$ cat config.mk
export PLATFORM = sky130hd
export DESIGN_NAME = pingpong_ctrl
export DESIGN_NICKNAME = d
export VERILOG_FILES = /design/src/rtl/pingpong_ctrl.sv
export SDC_FILE = /design/constraint.sdc
export NUM_CORES = 1
export LEC_CHECK = 0
export BUFFER_PORTS_ARGS = -buffer_cell sky130_fd_sc_hd__buf_2
export CORE_UTILIZATION = 60
export DETAILED_ROUTE_END_ITERATION = 8
export PLACE_DENSITY = 0.76
export REMOVE_ABC_BUFFERS = 1
export SYNTH_ARGS = -nofsm -noshare
export SYNTH_HDL_FRONTEND = slang
export SYNTH_SLANG_ARGS = --single-unit
$ cat constraint.sdc
create_clock -name clk -period 3.5 [get_ports clk]
set_clock_uncertainty 0.1 [all_clocks]
set_input_delay 0.525 -clock clk [delete_from_list [all_inputs] [get_ports clk]]
set_output_delay 0.525 -clock clk [all_outputs]
set_load 0.05 [all_outputs]
$ cat src/rtl/pingpong_ctrl.sv
module pingpong_ctrl #(
  parameter int DW = 12,
  parameter int DEPTH = 64,
  localparam int AW = $clog2(DEPTH),
  localparam int CW = $clog2(DEPTH + 1)
) (
  input  logic          clk,
  input  logic          rst_n,
  input  logic          wr_valid,
  input  logic [DW-1:0] wr_data,
  input  logic          pkt_done,
  input  logic          xfer_done,
  input  logic          rd_en,
  input  logic [AW-1:0] rd_addr,
  output logic          wr_buf,
  output logic          src_sel,
  output logic [CW-1:0] xfer_cnt,
  output logic          rx_allow,
  output logic          tmr_en,
  output logic          underrun,
  output logic          overflow,
  output logic [DW-1:0] smp_out
);

  typedef enum logic [1:0] {PRIME1, PRIME2, RUN, STALL} st_t;

  st_t           st;
  logic [DW-1:0] ram0 [DEPTH];
  logic [DW-1:0] ram1 [DEPTH];
  logic [CW-1:0] fill, fill_nx, cnt_hold;
  logic          ready;

  wire take = wr_valid && rx_allow && (fill < CW'(DEPTH));
  wire fin  = pkt_done && rx_allow;

  assign fill_nx  = fill + CW'(take);
  assign underrun = (st == STALL);

  always_ff @(posedge clk) begin
    if (take) begin
      if (wr_buf) ram1[fill[AW-1:0]] <= wr_data;
      else        ram0[fill[AW-1:0]] <= wr_data;
    end
  end

  always_ff @(posedge clk) begin
    if (!rst_n)     smp_out <= '0;
    else if (rd_en) smp_out <= src_sel ? ram1[rd_addr] : ram0[rd_addr];
  end

  always_ff @(posedge clk) begin
    if (!rst_n) begin
      st       <= PRIME1;
      wr_buf   <= 1'b0;
      src_sel  <= 1'b0;
      xfer_cnt <= '0;
      cnt_hold <= '0;
      rx_allow <= 1'b1;
      tmr_en   <= 1'b0;
      ready    <= 1'b0;
      fill     <= '0;
      overflow <= 1'b0;
    end else begin
      if (wr_valid && !take) overflow <= 1'b1;
      fill <= fin ? '0 : fill_nx;
      case (st)
        PRIME1: if (fin) begin
          cnt_hold <= fill_nx;
          wr_buf   <= 1'b1;
          st       <= PRIME2;
        end
        PRIME2: if (fin) begin
          xfer_cnt <= cnt_hold;
          cnt_hold <= fill_nx;
          ready    <= 1'b1;
          wr_buf   <= 1'b0;
          src_sel  <= 1'b0;
          tmr_en   <= 1'b1;
          rx_allow <= 1'b0;
          st       <= RUN;
        end
        RUN: if (xfer_done) begin
          if (ready || fin) begin
            src_sel  <= ~src_sel;
            xfer_cnt <= ready ? cnt_hold : fill_nx;
            wr_buf   <= src_sel;
            rx_allow <= 1'b1;
            ready    <= 1'b0;
          end else begin
            tmr_en <= 1'b0;
            st     <= STALL;
          end
        end else if (fin) begin
          cnt_hold <= fill_nx;
          ready    <= 1'b1;
          rx_allow <= 1'b0;
        end
        STALL: if (fin) begin
          src_sel  <= wr_buf;
          wr_buf   <= src_sel;
          xfer_cnt <= fill_nx;
          tmr_en   <= 1'b1;
          st       <= RUN;
        end
        default: st <= PRIME1;
      endcase
    end
  end

endmodule

==> impl_metrics.json, run 1 <==
{
  "vias_per_cell": 6.86,
  "dp.cells": 4280,
  "timing.rr.end": "ram1[47][10]$_DFFE_PP_",
  "finalHoldViolations": 0,
  "slew_headroom_pct": 16.5,
  "min_path_cells": 2,
  "ys_warn_count": 0,
  "post_cts_resized": 0,
  "drt_iter0_drc": 4648,
  "cp_num_buf_inv": 3,
  "crit_slowest_cell": "nand3_1",
  "std_cell_rows": 116,
  "synth_seq_cells": 1577,
  "timing.final.crit_share_pct": 88.0,
  "status": "finished clean",
  "finalWirelength_um": 150000,
  "cts_setup_buffers": 0,
  "ios": 49,
  "critical_path_class": "reg2reg",
  "critPathRequiredTime_ps": 3830,
  "die_w_um": 320,
  "grt.overflow.total": 0,
  "synth_mux_area_share_pct": 15.9,
  "num_vias": 31300,
  "irDropWorstVdd_v": 0.000477,
  "drv_cap": 0,
  "yosysSeqAreaShare_pct": 77.3,
  "met3_length_um": 15700,
  "synthSimpleGateAreaFrac_pct": 2.19,
  "path_cells": "nand2b_1 > or2_2 > inv_1 > and3_1 > nand3_1 > buf_4 > nor2_1 > buf_4",
  "pwr_density_cell_nw_per_um2": 565,
  "grt_start_max_net_pins": 114,
  "slew_viol_final": 0,
  "finish.utilization_pct": 69.1,
  "final_nets": 3164,
  "num-fill-cells": 5815,
  "worstMarginPinSlew_ps": 1250,
  "setup_viol": 0,
  "fmax_mhz": 325,
  "multi_input_area_um2": 12900,
  "synth-compound-area-share_pct": 3.09,
  "postSynthCellCount": 2826,
  "top_layer_used": "met5",
  "met1_length_um": 54900,
  "reg2reg_from": "fill[6]$_SDFF_PP0_",
  "yosys.area_share.adder_pct": 0.0412,
  "drive_above_1_share_pct": 27.9,
  "arrival_ps": 3410,
  "final_common_cell": "edfxtp_1",
  "design_area_um2": 69200,
  "critical_path.endpoint_type": "flop",
  "cts_root_buf": "clkbuf_16",
  "min_to": "st[0]$_SDFFE_PN0P_",
  "tns_ps": 0,
  "cp_max_fo": 12,
  "core-area_um2": 100000,
  "clk_latency_ps": 770,
  "hpwl_um": 91000,
  "min_period_ps": 3080,
  "place_area_um2": 64200,
  "cts_made_buffers": 151,
  "grt_pass1_wl_um": 217000,
  "clkSlewWorstSetupHoldPaths_ps": 60,
  "cp_top_family": "simple AND/OR/NAND/NOR gates",
  "grt_pass1_vias": 31500,
  "firstDrtPassIters": 6,
  "dr_wl_met2_um": 73000,
  "drc": 0,
  "die_area_um2": 103000,
  "htreeDepth": 4,
  "gr-usage-all-layers_pct": 29.9,
  "seq_area_um2": 46900,
  "min_from": "rst_n",
  "gp_congestion": 0.951,
  "start_kind": "flop",
  "clock-sinks": 1577,
  "holdWs_ps": 119,
  "syn_avg_cell_area_um2": 21.5,
  "die_h_um": 320,
  "reg2regPathDepth": 8,
  "cts_tree": "yes",
  "initial_core_util_pct": 60.6,
  "synth-xor-area-share_pct": 0.101,
  "max_stage_delay_ps": 470,
  "port_buffers": 48,
  "rsz0062_at_grt": "no",
  "hold_class": "in2reg",
  "netlist_area_um2": 60700,
  "antenna_found_initial": 6,
  "routedWlPerCell_um": 32.9,
  "rrSetupSlack_ps": 420,
  "crit_path_frequent_cell": "buf_4",
  "synth_top_family_by_area": "multiplexers",
  "clockBufferDepth": 3,
  "stdcell_count": 4566,
  "ys_types": 49,
  "area_growth_pct": 14.0,
  "cellLeakagePower_nw": 22.3,
  "final_cell_mix": "1536 x edfxtp_1, 371 x mux4_2, 255 x buf_4",
  "ant_nets": 0
}
[what timing repair did]
| item | in CTS | in global routing |
|---|---|---|
| hold buffers | 3 | 0 |
| setup endpoints to repair | 0 | 0 |
| hold endpoints to repair | 2 | 0 |
[sequential cells by signal, summed over array words and instances, names as in the netlist]
signal	count
ram1	768
cnt_hold	7
st	2
tmr_en	1
ram0	768
wr_buf	1
ready	1
rx_allow	1
smp_out	12
overflow	1
fill	7
xfer_cnt	7
src_sel	1
[through the flow]
stage	power [W]	setup slack, ps
6_report	0.0391	421
5_1_grt	0.0400	418
4_1_cts	0.0392	531
3_5_place_dp	0.0232	234
3_3_place_gp	0.0232	227
2_1_floorplan	0.0221	742
[synthesized netlist by cell type, drive strengths merged]
library cell | count | share of area (%)
or3b | 1 | 0.014
or2 | 5 | 0.052
o211ai | 15 | 0.19
nand2 | 51 | 0.32
nand2b | 7 | 0.072
or3 | 10 | 0.10
a211oi | 19 | 0.23
mux2 | 3 | 0.056
a21boi | 2 | 0.025
buf | 98 | 0.98
edfxtp | 1536 | 76
inv | 6 | 0.037
xor2 | 4 | 0.058
a32oi | 1 | 0.014
nand4 | 1 | 0.010
o21ai | 17 | 0.14
nor2b | 19 | 0.20
and4 | 1 | 0.014
nand3b | 3 | 0.037
o221ai | 5 | 0.072
mux2i | 125 | 2.1
o22ai | 11 | 0.11
nor3b | 3 | 0.037
nor4 | 2 | 0.021
a2111oi | 4 | 0.058
clkbuf | 64 | 0.40
a211o | 1 | 0.014
nor2 | 167 | 1.0
dfxtp | 41 | 1.4
ha | 2 | 0.041
nor3 | 15 | 0.12
a221oi | 16 | 0.23
a21oi | 60 | 0.49
nand3 | 8 | 0.066
and3 | 3 | 0.031
o21bai | 7 | 0.087
a31oi | 6 | 0.062
a22oi | 90 | 1.1
and2 | 6 | 0.062
xnor2 | 3 | 0.043
mux4 | 371 | 14
o311a | 1 | 0.016
a22o | 15 | 0.22
a311oi | 1 | 0.014
[worst max path at each step]
| stage | slack [ps] | cells after the start | endpoint | start |
|---|---|---|---|---|
| floorplan | 740 | 5 | ram0[47][0]$_DFFE_PP_ | rx_allow$_SDFFE_PN1P_ |
| global placement | 230 | 9 | smp_out[11]$_SDFFE_PN0P_ | rd_addr[0] |
| detailed placement | 230 | 8 | smp_out[11]$_SDFFE_PN0P_ | rd_addr[0] |
| CTS | 530 | 8 | ram1[47][10]$_DFFE_PP_ | fill[6]$_SDFF_PP0_ |
| global route | 420 | 8 | ram1[47][10]$_DFFE_PP_ | fill[6]$_SDFF_PP0_ |
| finish | 420 | 8 | ram1[47][10]$_DFFE_PP_ | fill[6]$_SDFF_PP0_ |
[layout make-up]
type / instances / share of cell area, %
Multi-Input combinational cell: 1081 / 18.7
Clock inverter: 93 / 1.25
Sequential cell: 1577 / 67.8
Inverter: 6 / 0.0325
Tap cell: 1298 / 2.35
Antenna cell: 4 / 0.0145
Timing Repair Buffer: 321 / 3.92
Clock buffer: 186 / 5.91
[kinds of logic (layout without fill, tap and decap cells)]
kind of cell,count (synthesis),in the layout
AOI/OAI and AO/OA,271,271
xor gates and xnor gates,7,7
adders and majority gates,2,2
buffers and inverters,168,606
DFF,1577,1577
muxes,499,499
other,0,4
and+or+nand+nor,302,302
[per-layer routing]
| layer | track usage, % | vias up |
|---|---|---|
| met3 | 6.31 | 342 |
| li1 | - | 12500 |
| met5 | 0 | - |
| met4 | 12.6 | 4 |
| met2 | 47.5 | 2073 |
| met1 | 40.7 | 16400 |
[power breakdown]
part | internal (W) | switching (W) | leakage (nW) | total [W]
sequential | 0.0208 | 0.0000781 | 14.1 | 0.0208
clock | 0.00941 | 0.00684 | 2.42 | 0.0163
combinational | 0.000734 | 0.00130 | 5.77 | 0.00203
No activity file was read; power rests on OpenSTA's default activity.
==> run 2, diff against run 1 <==
Settings changed: CTS_BUF_LIST set to sky130_fd_sc_hd__clkbuf_8.
==> impl_metrics.json, run 2 (synthesized netlist as in run 1, its figures left out) <==
{
  "cellLeakagePower_nw": 22.4,
  "timing.final.crit_share_pct": 86.5,
  "ant_nets": 0,
  "met1_length_um": 54400,
  "critical_path.endpoint_type": "flop",
  "htreeDepth": 4,
  "port_buffers": 48,
  "slew_headroom_pct": 15.6,
  "drc": 0,
  "final_cell_mix": "1536 x edfxtp_1, 371 x mux4_2, 255 x buf_4",
  "cp_top_family": "simple AND/OR/NAND/NOR gates",
  "grt_start_max_net_pins": 114,
  "p_int_w": 0.0283,
  "swShare_pct": 22.5,
  "total_power_w": 0.0365,
  "grt_pass1_vias": 31800,
  "crit_slowest_cell": "nand3_1",
  "arrival_ps": 3500,
  "cp_max_fo": 12,
  "tns_ps": 0,
  "core-area_um2": 100000,
  "fin_ws_ps": 474,
  "drv_cap": 0,
  "final_common_cell": "edfxtp_1",
  "vias_per_cell": 6.61,
  "hpwl_um": 91000,
  "cts_root_buf": "clkbuf_8",
  "critical_path_class": "reg2reg",
  "gr-usage-all-layers_pct": 28.9,
  "clkSlewWorstSetupHoldPaths_ps": 60,
  "setup_viol": 0,
  "firstDrtPassIters": 7,
  "slew_viol_final": 0,
  "clockBufferDepth": 3,
  "drive_above_1_share_pct": 29.3,
  "finalHoldViolations": 0,
  "status": "finished clean",
  "dr_wl_met2_um": 69500,
  "drt_iter0_drc": 4331,
  "pwr_density_cell_nw_per_um2": 532,
  "p_switching_w": 0.00821,
  "std_cell_rows": 116,
  "hold_class": "in2reg",
  "num_vias": 31200,
  "clk_latency_ps": 910,
  "pre_cts_slack_ps": 234,
  "die_w_um": 320,
  "grt.overflow.total": 0,
  "cts_made_buffers": 232,
  "cp_num_buf_inv": 3,
  "clock-sinks": 1577,
  "antenna_found_initial": 9,
  "start_kind": "flop",
  "min_period_ps": 3030,
  "ios": 49,
  "die_area_um2": 103000,
  "irDropWorstVdd_v": 0.000432,
  "seq_power_share_pct": 57.2,
  "max_stage_delay_ps": 470,
  "routedWlPerCell_um": 30.7,
  "met3_length_um": 14900,
  "comb_power_share_pct": 5.5,
  "final_nets": 3249,
  "top_layer_used": "met5",
  "die_h_um": 320,
  "area_growth_pct": 12.9,
  "finalWirelength_um": 145000,
  "rsz0062_at_grt": "no",
  "cts_tree": "yes",
  "gp_congestion": 0.951,
  "worstMarginPinSlew_ps": 1260,
  "clkPwrFrac_pct": 37.3,
  "fmax_mhz": 330,
  "critPathRequiredTime_ps": 3980,
  "crit_path_frequent_cell": "buf_4",
  "grt_pass1_wl_um": 212000,
  "path_cells": "nand2b_1 > or2_2 > inv_1 > and3_1 > nand3_1 > buf_4 > nor2_1 > buf_4",
  "initial_core_util_pct": 60.6,
  "finish.utilization_pct": 68.5,
  "post_cts_resized": 0
}
[run 2: changes by cell type in the layout (fill, tap and decap cells not counted), moves of 2 or more]
| cell | delta |
|---|---|
| bufinv_16 | -11 |
| clkbuf_1 | -25 |
| clkbuf_16 | -158 |
| clkbuf_8 | +241 |
| clkinv_1 | +6 |
| clkinv_2 | +16 |
| clkinv_8 | -3 |
| clkinvlp_4 | +3 |
| diode_2 | -2 |
| dlygate4sd3_1 | +4 |
| inv_1 | +76 |
[run 2: metrics by stage]
step	cells	hold slack (ps)	cell area, um2
after CTS	4712	17.3	68600
after global routing	4713	41.9	68600
after global placement	4280	374	64200
after floorplan	2664	360	59900
final	4714	61.4	68600
after detailed placement	4280	394	64200
[run 2: worst paths after layout]
| check | end | cells past startpoint | slack [ps] | startpoint |
|---|---|---|---|---|
| worst max-delay path | ram1[39][11]$_DFFE_PP_ | 8 | 470 | fill[6]$_SDFF_PP0_ |
| worst min-delay path | ram0[19][7]$_DFFE_PP_ | 1 | 60 | wr_data[7] |
| worst max register to register | ram1[39][11]$_DFFE_PP_ | 8 | 470 | fill[6]$_SDFF_PP0_ |
| worst min register to register | cnt_hold[2]$_SDFFE_PN0P_ | 2 | 410 | cnt_hold[2]$_SDFFE_PN0P_ |
[run 2: worst register-to-register path: cells and delay by family, from the launching register on]
kind / cells / cell delay [ps]
flip-flops: 1 / 380
AND/OR/NAND/NOR: 5 / 1470
buffers and inverters: 3 / 750
[run 2: final cells by class]
type | instances | area, um2
inverter | 6 | 22.5
timing repair buffer | 325 | 2760
sequential | 1577 | 46900
tap | 1298 | 1620
clock buffer | 244 | 3360
multi-input combinational | 1081 | 12900
fill | 5951 | 31600
clock inverter | 181 | 913
antenna | 2 | 5.00
[run 2: timing repair]
| action | 4_1_cts | 5_1_grt |
|---|---|---|
| setup endpoints to repair | 0 | 0 |
| hold buffers | 7 | 0 |
| buffers inserted | 0 | 0 |
| endpoints found under the hold margin | 10 | 0 |
[run 2: routing by layer]
metal | up-vias | GRT usage [%]
li1 | 12700 | -
met1 | 16300 | 40.0
met2 | 1933 | 45.1
met3 | 291 | 6.54
met4 | 6 | 12.4
met5 | - | 0
[run 2: power by group through the flow]
stage / registers (W) / logic (W) / clock network [W]
3_3_place_gp: 0.0212 / 0.00192 / 0
2_1_floorplan: 0.0213 / 0.000766 / 0
3_5_place_dp: 0.0212 / 0.00199 / 0
4_1_cts: 0.0208 / 0.00200 / 0.0138
5_1_grt: 0.0208 / 0.00210 / 0.0146
6_report: 0.0209 / 0.00201 / 0.0136
